File: config.mk
export PLATFORM = sky130hd
export DESIGN_NAME = mcurx_top
export DESIGN_NICKNAME = d
export VERILOG_FILES = /design/src/rtl/mcurx_pkg.sv /design/src/rtl/mcurx_rst_sync.sv /design/src/rtl/mcurx_in_sync.sv /design/src/rtl/mcurx_capture.sv /design/src/rtl/mcurx_chan.sv /design/src/rtl/mcurx_top.sv
export SDC_FILE = /design/constraint.sdc
export NUM_CORES = 1
export LEC_CHECK = 0
export BUFFER_PORTS_ARGS = -buffer_cell sky130_fd_sc_hd__buf_2
export CORE_UTILIZATION = 45
export CTS_BUF_LIST = sky130_fd_sc_hd__clkbuf_16
export DETAILED_ROUTE_END_ITERATION = 10
export GPL_TIMING_DRIVEN = 0
export PLACE_DENSITY = 0.64
export SETUP_SLACK_MARGIN = 0.02
export SYNTH_ARGS = -nofsm -noshare
export SYNTH_HDL_FRONTEND = slang
export SYNTH_HIERARCHICAL = 1
export SYNTH_SLANG_ARGS = --single-unit
File: constraint.sdc
create_clock -name clk -period 11.1 [get_ports clk]
set_clock_uncertainty 0.05 [all_clocks]
set_input_delay 1.11 -clock clk [delete_from_list [all_inputs] [get_ports clk]]
set_output_delay 1.11 -clock clk [all_outputs]
set_load 0.1 [all_outputs]
File: src/rtl/mcurx_pkg.sv
package mcurx_pkg;

  typedef enum logic [1:0] {
    ST_HUNT   = 2'd0,
    ST_FRAME  = 2'd1,
    ST_WAITHI = 2'd2
  } ch_state_e;

  localparam int BYTE_W   = 8;
  localparam int BIT_IDXW = 4;

endpackage

File: src/rtl/mcurx_rst_sync.sv
module mcurx_rst_sync (
  input  logic clk,
  input  logic arst_n,
  output logic rst_n_o
);
  logic [1:0] pipe_q;

  always_ff @(posedge clk or negedge arst_n) begin
    if (!arst_n) pipe_q <= 2'b00;
    else         pipe_q <= {pipe_q[0], 1'b1};
  end

  assign rst_n_o = pipe_q[1];
endmodule

File: src/rtl/mcurx_in_sync.sv
module mcurx_in_sync #(
  parameter int W = 6
) (
  input  logic         clk,
  input  logic         rst_n,
  input  logic [W-1:0] d_i,
  output logic [W-1:0] q_o
);
  logic [W-1:0] s1_q, s2_q;

  // lines reset to idle-high so no false start is seen after reset
  always_ff @(posedge clk or negedge rst_n) begin
    if (!rst_n) begin
      s1_q <= '1;
      s2_q <= '1;
    end else begin
      s1_q <= d_i;
      s2_q <= s1_q;
    end
  end

  assign q_o = s2_q;
endmodule

File: src/rtl/mcurx_capture.sv
module mcurx_capture #(
  parameter int W = 6
) (
  input  logic         clk,
  input  logic         rst_n,
  input  logic         tick_i,
  input  logic [W-1:0] d_i,
  output logic [W-1:0] samp_o,
  output logic         samp_vld_o
);
  logic [W-1:0] samp_q, samp_d;
  logic         vld_q;

  always_comb begin
    samp_d = samp_q;
    if (tick_i) samp_d = d_i;
  end

  always_ff @(posedge clk or negedge rst_n) begin
    if (!rst_n) begin
      samp_q <= '1;
      vld_q  <= 1'b0;
    end else begin
      samp_q <= samp_d;
      vld_q  <= tick_i;
    end
  end

  assign samp_o     = samp_q;
  assign samp_vld_o = vld_q;

  // all lanes move together only on a tick
  p_capture_hold_r1: assert property (@(posedge clk) disable iff (!rst_n)
    !tick_i |=> $stable(samp_q));
  p_strobe_follows_tick_r1: assert property (@(posedge clk) disable iff (!rst_n)
    tick_i |=> vld_q);
endmodule

File: src/rtl/mcurx_chan.sv
module mcurx_chan
  import mcurx_pkg::*;
#(
  parameter int OSR      = 4,
  parameter int IDLE_RUN = 3,
  parameter bit VOTE_EN  = 1'b1
) (
  input  logic              clk,
  input  logic              rst_n,
  input  logic              samp_vld_i,
  input  logic              samp_i,
  output logic [BYTE_W-1:0] data_o,
  output logic              valid_o,
  output logic              ferr_o,
  output logic              noise_o
);
  localparam int TW  = $clog2(OSR + 1);
  localparam int IW  = $clog2(IDLE_RUN + 1);
  localparam int CTR = (OSR + 1) / 2;
  localparam logic [TW-1:0] T_ONE  = TW'(1);
  localparam logic [TW-1:0] T_OSR  = TW'(OSR);
  localparam logic [TW-1:0] T_CTR  = TW'(CTR);
  localparam logic [TW-1:0] T_PRE  = TW'(CTR - 1);
  localparam logic [TW-1:0] T_POST = TW'(CTR + 1);
  localparam logic [IW-1:0] I_FULL = IW'(IDLE_RUN);
  localparam logic [IW-1:0] I_ONE  = IW'(1);
  localparam logic [BIT_IDXW-1:0] B_LASTDATA = BIT_IDXW'(8);

  ch_state_e             state_q, state_d;
  logic [IW-1:0]         idle_q, idle_d;
  logic [TW-1:0]         tcnt_q, tcnt_d, tcnt_n;
  logic [BIT_IDXW-1:0]   bidx_q, bidx_d, bidx_n;
  logic [BYTE_W-1:0]     shft_q, shft_d;
  logic [BYTE_W-1:0]     data_q, data_d;
  logic                  pre_q, pre_d;
  logic                  nacc_q, nacc_d;
  logic                  valid_q, valid_d;
  logic                  ferr_q, ferr_d;
  logic                  noise_q, noise_d;

  always_comb begin
    state_d = state_q;
    idle_d  = idle_q;
    tcnt_d  = tcnt_q;
    bidx_d  = bidx_q;
    shft_d  = shft_q;
    data_d  = data_q;
    pre_d   = pre_q;
    nacc_d  = nacc_q;
    valid_d = 1'b0;
    ferr_d  = 1'b0;
    noise_d = 1'b0;
    tcnt_n  = (tcnt_q == T_OSR) ? T_ONE : tcnt_q + T_ONE;
    bidx_n  = (tcnt_q == T_OSR) ? bidx_q + 1'b1 : bidx_q;

    if (samp_vld_i) begin
      unique case (state_q)
        ST_HUNT: begin
          if (samp_i) begin
            if (idle_q != I_FULL) idle_d = idle_q + I_ONE;
          end else if (idle_q == I_FULL) begin
            state_d = ST_FRAME;
            tcnt_d  = T_ONE;
            bidx_d  = '0;
            nacc_d  = 1'b0;
            idle_d  = '0;
            if (T_PRE == T_ONE) pre_d = samp_i;
          end else begin
            idle_d = '0;
          end
        end
        ST_FRAME: begin
          tcnt_d = tcnt_n;
          bidx_d = bidx_n;
          if (tcnt_n == T_PRE) pre_d = samp_i;
          if (VOTE_EN && tcnt_n == T_POST && bidx_n <= B_LASTDATA && samp_i != pre_q)
            nacc_d = 1'b1;
          if (tcnt_n == T_CTR) begin
            if (bidx_n == '0) begin
              if (samp_i) begin
                state_d = ST_HUNT;
                idle_d  = '0;
              end
            end else if (bidx_n <= B_LASTDATA) begin
              shft_d = {samp_i, shft_q[BYTE_W-1:1]};
            end else begin
              valid_d = 1'b1;
              data_d  = shft_q;
              ferr_d  = !samp_i;
              noise_d = nacc_q;
              if (samp_i) begin
                state_d = ST_HUNT;
                idle_d  = I_FULL;
              end else begin
                state_d = ST_WAITHI;
              end
            end
          end
        end
        ST_WAITHI: begin
          if (samp_i) begin
            state_d = ST_HUNT;
            idle_d  = I_ONE;
          end
        end
        default: state_d = ST_HUNT;
      endcase
    end
  end

  always_ff @(posedge clk or negedge rst_n) begin
    if (!rst_n) begin
      state_q <= ST_HUNT;
      idle_q  <= '0;
      tcnt_q  <= T_ONE;
      bidx_q  <= '0;
      shft_q  <= '0;
      data_q  <= '0;
      pre_q   <= 1'b1;
      nacc_q  <= 1'b0;
      valid_q <= 1'b0;
      ferr_q  <= 1'b0;
      noise_q <= 1'b0;
    end else begin
      state_q <= state_d;
      idle_q  <= idle_d;
      tcnt_q  <= tcnt_d;
      bidx_q  <= bidx_d;
      shft_q  <= shft_d;
      data_q  <= data_d;
      pre_q   <= pre_d;
      nacc_q  <= nacc_d;
      valid_q <= valid_d;
      ferr_q  <= ferr_d;
      noise_q <= noise_d;
    end
  end

  assign data_o  = data_q;
  assign valid_o = valid_q;
  assign ferr_o  = ferr_q;
  assign noise_o = noise_q;

  // a frame only opens from a full idle run and a low sample
  p_frame_entry_r2: assert property (@(posedge clk) disable iff (!rst_n)
    (state_q == ST_FRAME && $past(state_q) == ST_HUNT) |->
      ($past(idle_q) == I_FULL && !$past(samp_i) && $past(samp_vld_i)));
  // single-clock strobe, only after a sample strobe, data held otherwise
  p_valid_pulse_r5: assert property (@(posedge clk) disable iff (!rst_n)
    valid_q |=> !valid_q);
  p_valid_after_sample_r5: assert property (@(posedge clk) disable iff (!rst_n)
    valid_q |-> $past(samp_vld_i));
  p_data_hold_r5: assert property (@(posedge clk) disable iff (!rst_n)
    !valid_q |-> $stable(data_q));
  // framing flag only with strobe; leaving the wait needs a high sample
  p_ferr_with_valid_r6: assert property (@(posedge clk) disable iff (!rst_n)
    ferr_q |-> valid_q);
  p_waithi_exit_r6: assert property (@(posedge clk) disable iff (!rst_n)
    ($past(state_q) == ST_WAITHI && state_q != ST_WAITHI) |-> $past(samp_i));
  // noise flag only with strobe
  p_noise_with_valid_r7: assert property (@(posedge clk) disable iff (!rst_n)
    noise_q |-> valid_q);
endmodule

File: src/rtl/mcurx_top.sv
module mcurx_top #(
  parameter int NUM_CH   = 6,
  parameter int OSR      = 4,
  parameter int IDLE_RUN = 3,
  parameter bit VOTE_EN  = 1'b1
) (
  input  logic                 clk,
  input  logic                 rst_n,
  input  logic                 tick_i,
  input  logic [NUM_CH-1:0]    rx_i,
  output logic [NUM_CH*8-1:0]  rx_data_o,
  output logic [NUM_CH-1:0]    rx_valid_o,
  output logic [NUM_CH-1:0]    rx_ferr_o,
  output logic [NUM_CH-1:0]    rx_noise_o
);
  logic              rst_int_n;
  logic [NUM_CH-1:0] rx_sync;
  logic [NUM_CH-1:0] samp;
  logic              samp_vld;

  mcurx_rst_sync u_rst (
    .clk     (clk),
    .arst_n  (rst_n),
    .rst_n_o (rst_int_n)
  );

  mcurx_in_sync #(.W(NUM_CH)) u_sync (
    .clk   (clk),
    .rst_n (rst_int_n),
    .d_i   (rx_i),
    .q_o   (rx_sync)
  );

  mcurx_capture #(.W(NUM_CH)) u_cap (
    .clk        (clk),
    .rst_n      (rst_int_n),
    .tick_i     (tick_i),
    .d_i        (rx_sync),
    .samp_o     (samp),
    .samp_vld_o (samp_vld)
  );

  for (genvar g = 0; g < NUM_CH; g++) begin : g_ch
    mcurx_chan #(
      .OSR      (OSR),
      .IDLE_RUN (IDLE_RUN),
      .VOTE_EN  (VOTE_EN)
    ) u_chan (
      .clk        (clk),
      .rst_n      (rst_int_n),
      .samp_vld_i (samp_vld),
      .samp_i     (samp[g]),
      .data_o     (rx_data_o[g*8 +: 8]),
      .valid_o    (rx_valid_o[g]),
      .ferr_o     (rx_ferr_o[g]),
      .noise_o    (rx_noise_o[g])
    );
  end
endmodule

Yosys cells after proc, flatten, opt, wreduce, memory -nomap -nowiden
Index checks and enable logic that the tools add are counted.
{"block": "op_classes", "n_reduce_logical": 84, "mux": 276, "add_sub_neg": 18, "order_cmp": 6, "bitwise": 12, "eq_ne": 114}
{"cell": "2-to-1 mux 2 bit", "n": 90}
{"cell": "AND reduction 5 bit", "n": 30}
{"cell": "2-to-1 mux 1 bit", "n": 114}
{"cell": "2-to-1 mux 4 bit", "n": 18}
{"cell": "case mux 2 bit (3 select lines)", "n": 12}
{"cell": "2-to-1 mux 3 bit", "n": 18}
{"cell": "inequality test 2 x 1 -> 1 bit, second input constant", "n": 24}
{"cell": "case mux 4 bit (2 select lines)", "n": 6}
{"cell": "AND reduction 8 bit", "n": 6}
{"cell": "== test 3 x 2 -> 1 bit, second input constant", "n": 12}
{"cell": "inequality test 2 bit, second input constant", "n": 18}
{"cell": "inequality test 3 x 2 -> 1 bit, second input constant", "n": 12}
{"cell": "inequality test 3 bit, second input constant", "n": 12}
{"cell": "case mux 3 bit (2 select lines)", "n": 6}
{"cell": "adder 4 x 1 -> 4 bit, second input constant", "n": 6}
{"cell": "== test 2 bit, second input constant", "n": 12}
{"cell": "less-or-equal comparator 4 bit, second input constant", "n": 6}
{"cell": "zero test 4 bit", "n": 6}
{"cell": "case mux 1 bit (2 select lines)", "n": 12}
{"cell": "AND reduction 4 bit", "n": 6}
{"cell": "adder 3 x 1 -> 3 bit, second input constant", "n": 6}
{"cell": "== test 3 x 1 -> 1 bit, second input constant", "n": 6}
{"cell": "== test 3 bit, second input constant", "n": 6}
{"cell": "nonzero test 3 bit", "n": 6}
{"cell": "8 further kinds", "n": 60}
{"block": "totals", "wordCells": 581, "out_inout_bits": 66, "inputBits": 9, "ff_bits": 213}

Longest topological paths before layout
{"block": "depth", "depth_word": 8, "mapped_depth": 9, "ltp_nobuf": 8}

Cells and area by module
The synthesis kept the hierarchy.
{"module": "mcurx_chan at g_ch[0].u_chan ...", "cells_each": 149, "n_inst": 5, "seq_area_each_um2": 803.3, "area_each_um2": 1712.9}
{"module": "mcurx_chan at g_ch[3].u_chan", "cells_each": 150, "n_inst": 1, "seq_area_each_um2": 803.3, "area_each_um2": 1699.1}
{"module": "mcurx_in_sync", "cells_each": 12, "n_inst": 1, "seq_area_each_um2": 315.3, "area_each_um2": 315.3}
{"module": "mcurx_capture", "cells_each": 14, "n_inst": 1, "seq_area_each_um2": 182.7, "area_each_um2": 284.0}
{"module": "mcurx_rst_sync", "cells_each": 3, "n_inst": 1, "seq_area_each_um2": 50.0, "area_each_um2": 53.8}

Least setup slack after synthesis
No wires, ideal clock.
{"block": "synth_path", "path_type": "register to register", "from": "register g_ch[3].u_chan.tcnt_q[0]", "to": "register g_ch[3].u_chan.idle_q[0]", "arrival_time_ps": 2452, "setup_slack_ps": 8473, "setup_time_ps": 125, "stages_incl_launch_ff": 9, "path_buffers": 0, "path_cell_list": "dfstp_2 > inv_1 > ha_1 > and2_1 > o31a_1 > o211a_1 > or2_2 > o311ai_2 > mux2_2"}
{"block": "synth_via", "elab_chain_len": 6, "elab_cells_between_ends": 15, "cone_classes": "add/sub: 1; order compare: 1; eq/ne: 6; mux: 5; reduce/logical: 2"}
{"element": "start: declaration", "line_no": "mcurx_chan.sv:31", "source": "logic [TW-1:0] tcnt_q, tcnt_d, tcnt_n;"}
{"element": "start signal: assignment", "line_no": "mcurx_chan.sv:127", "source": "tcnt_q <= tcnt_d;"}
{"element": "branches (longest 6 deep; another with less-or-equal comparator 4 bit)"}
{"element": "end signal: assignment", "line_no": "mcurx_chan.sv:126", "source": "idle_q <= idle_d;"}
{"element": "end: declaration", "line_no": "mcurx_chan.sv:30", "source": "logic [IW-1:0] idle_q, idle_d;"}
Several ways; the timed one is not identified. The select of a mux whose other input is x is not followed.
A chain may end at the register's enable or synchronous reset.

Final worst setup path
Same ends and word-level chain as after synthesis.

==> impl_metrics.tcl <==
set metrics [dict create \
    cts_sinks 213 \
    wl_um 20300 \
    fillerInstances 2084 \
    ys_types 59 \
    drc 0 \
    synthArstFlopShare_pct 100 \
    critPathMaxFanout 7 \
    hp-class "flop to flop" \
    final_cell_mix "dfrtp_1, mux2_2, buf_2" \
    cts.hold.buffers_added 0 \
    antenna_cells 0 \
    routed-via-count 7306 \
    io_buffers 74 \
    fin_tns_setup_ns 0 \
    initial_utilization_pct 46.2 \
    p_clk_share_pct 34.8 \
    setup_viol 0 \
    relSlewSlack_pct 33.7 \
    die_w_um 158 \
    clock-root-buffer "clkbuf_16" \
    postLayoutCellArea_um2 12600 \
    critPathLaunch "g_ch[3].u_chan/tcnt_q[0]" \
    fin_util_pct 53.4 \
    ir_worst_vdd_uv 136 \
    period_needed_ns 2.89 \
    area_growth_syn_to_layout_pct 15.6 \
    h-tree-depth 1 \
    syn_area_per_cell_um2 11.8 \
    hp-start "u_sync/s1_q[1]" \
    syn_area_um2 10900 \
    hold_ws_ns 0.305 \
    grt_overflow 0 \
    clock.fmax_mhz 346 \
    synth-seq-area-share_pct 49.2 \
    dp_cells 1320 \
    grt_max_degree 61 \
    power_density_nw_per_um2 190 \
    swShare_pct 31.5 \
    end_kind "flop" \
    num_io_pins 75 \
    syn_inst 924 \
    grt_pass1_vias 7135 \
    grt_util_all_layers_pct 17.0 \
    nets 1103 \
    internal_power_mw 1.64 \
    grt_setup_unrepaired "no" \
    ant_nets 0 \
    pwr-share-seq_pct 40.3 \
    cts_resized 0 \
    clock_latency_ns 0.51 \
    drive_gt1_share_pct 32.0 \
    post_cts_buffers 0 \
    tightest_slew_ns 0.994 \
    gp_congestion 0.801 \
    worstPathArrival_ns 3.23 \
    drv_cap 0 \
    worst-path-buf-inv 1 \
    crit_chain "inv_1, ha_1, and2_1, o31a_1, o211a_1, or2_2, o311ai_2, mux2_2" \
    slew_viol_final 0 \
    finalHoldViolations 0 \
    p_leak_nw 6.16 \
    vias_per_cell 5.35 \
    row_count 56 \
    clk_pin_slew_ns 0.06 \
    synth-seq-cells 213 \
    status "finished clean" \
    place_area_um2 11800 \
    combPwrFrac_pct 24.9 \
    period_share_pct 26.0 \
    core-area_um2 23600 \
    p_total_mw 2.39 \
    dp_hpwl_um 13600 \
    syn_nets 999 \
    grt_pass1_wl_um 34700 \
    crit_family "compound AO/OA/AOI/OAI gates" \
    finalNonFillerCells 1365 \
    setup_ws_ns 8.21 \
    synth_ff_type "dfrtp_1" \
    drt_iter0_drc 391 \
    timing.rr.start "g_ch[3].u_chan/tcnt_q[0]" \
    worstPathRequired_ns 11.44 \
    cts_tree "yes" \
    dpl_worst_slack_ns 8.25 \
    yosysWarnings 6 \
    antenna_found_initial 0 \
    cpPeakStageDelay_ns 0.57 \
    power.switching_uw 755 \
    drt-wirelength-per-cell_um 14.9 \
    cts_made_buffers 25 \
    critPathLaunchType "flop" \
    final_common_cell "dfrtp_1" \
    firstDrtPassIters 4 \
    dieArea_um2 24900 \
    cts_buffer_depth 3 \
    crit_type "flop to flop" \
    slowest_stage "dfstp_2" \
    synth_edf_count 0 \
    die_h_um 158 \
]
## synthesized netlist by cell type (11+ instances only)
library cell  count  share of area [%]
nand2_1          59                2.0
nand3_1          24                1.1
nor2_1           40                1.4
mux2_2          102                 11
a22o_1           15                1.2
and3_1           12               0.69
dfrtp_1         183                 42
o21ai_0          54                2.5
mux2_4           16                2.2
nand2b_1         11               0.63
nor3b_1          11               0.76
inv_1            48                1.7
nand4_1          17               0.97
a21oi_1          26                1.2
ha_1             66                7.6
xor2_1           11               0.88
dfstp_2          30                7.2
buf_6            11                1.1
a32o_1           12                1.1
nand4b_1         11               0.88
## path summary, 6_finish.rpt
| check | endpoint | slack [ns] | cells past startpoint |
|---|---|---|---|
| max in group asynchronous | u_sync/q_o[4] | 9.58 | 2 |
| setup / recovery | g_ch[3].u_chan/idle_q[0] | 8.21 | 8 |
| hold reg to reg | u_sync/q_o[1] | 0.30 | 0 |
| setup reg to reg | g_ch[3].u_chan/idle_q[0] | 8.21 | 8 |
| min in group asynchronous | u_rst/pipe_q[1] | 0.33 | 1 |
| hold / removal | u_sync/q_o[1] | 0.30 | 0 |
## routing by layer
metal / wire length, µm / vias up / track usage, %
met3: 727 / 33 / 2.74
met4: 452 / 0 / 5.13
met1: 10000 / 3569 / 24.1
met2: 9120 / 112 / 26.6
li1: - / 3592 / -
met5: 0 / - / 0
## layout make-up
cell class / instances / area [µm²] / area share (%)
clock inverters: 20 / 219 / 1.74
multi-input cells: 644 / 5220 / 41.3
inverters: 48 / 180 / 1.43
well taps: 319 / 399 / 3.16
clock buffers: 25 / 626 / 4.96
repair buffers: 77 / 453 / 3.59
plain buffers: 19 / 154 / 1.22
flip-flops and latches: 213 / 5370 / 42.6
## power groups by stage
stage | Sequential, mW | Clock, mW | Combinational (mW)
floorplan | 0.961 | 0 | 0.466
global placement | 0.984 | 0 | 0.569
detailed placement | 0.976 | 0 | 0.598
CTS | 0.964 | 0.870 | 0.601
global route | 0.980 | 0.895 | 0.679
finish | 0.964 | 0.833 | 0.596
## cells by family after synthesis
| kind of cell | count (synthesis) | share of synthesized area, % |
|---|---|---|
| and+or+nand+nor | 248 | 13.5 |
| buffers and inverters | 67 | 3.06 |
| adders and majority gates | 66 | 7.56 |
| other | 1 | 0.0344 |
| xor gates and xnor gates | 17 | 1.36 |
| muxes | 119 | 12.8 |
| DFF | 213 | 49.2 |
| AOI/OAI and AO/OA | 193 | 12.5 |
## flip-flops by register name (all words and copies together) (netlist names), 12 cells and up
register and flops:
g_ch.u_chan/bidx_q 24, g_ch.u_chan/data_o 48, g_ch.u_chan/idle_q 12, g_ch.u_chan/shft_q 48, g_ch.u_chan/state_q 12, g_ch.u_chan/tcnt_q 18
Note: power is estimated with default switching activity, not from simulation.
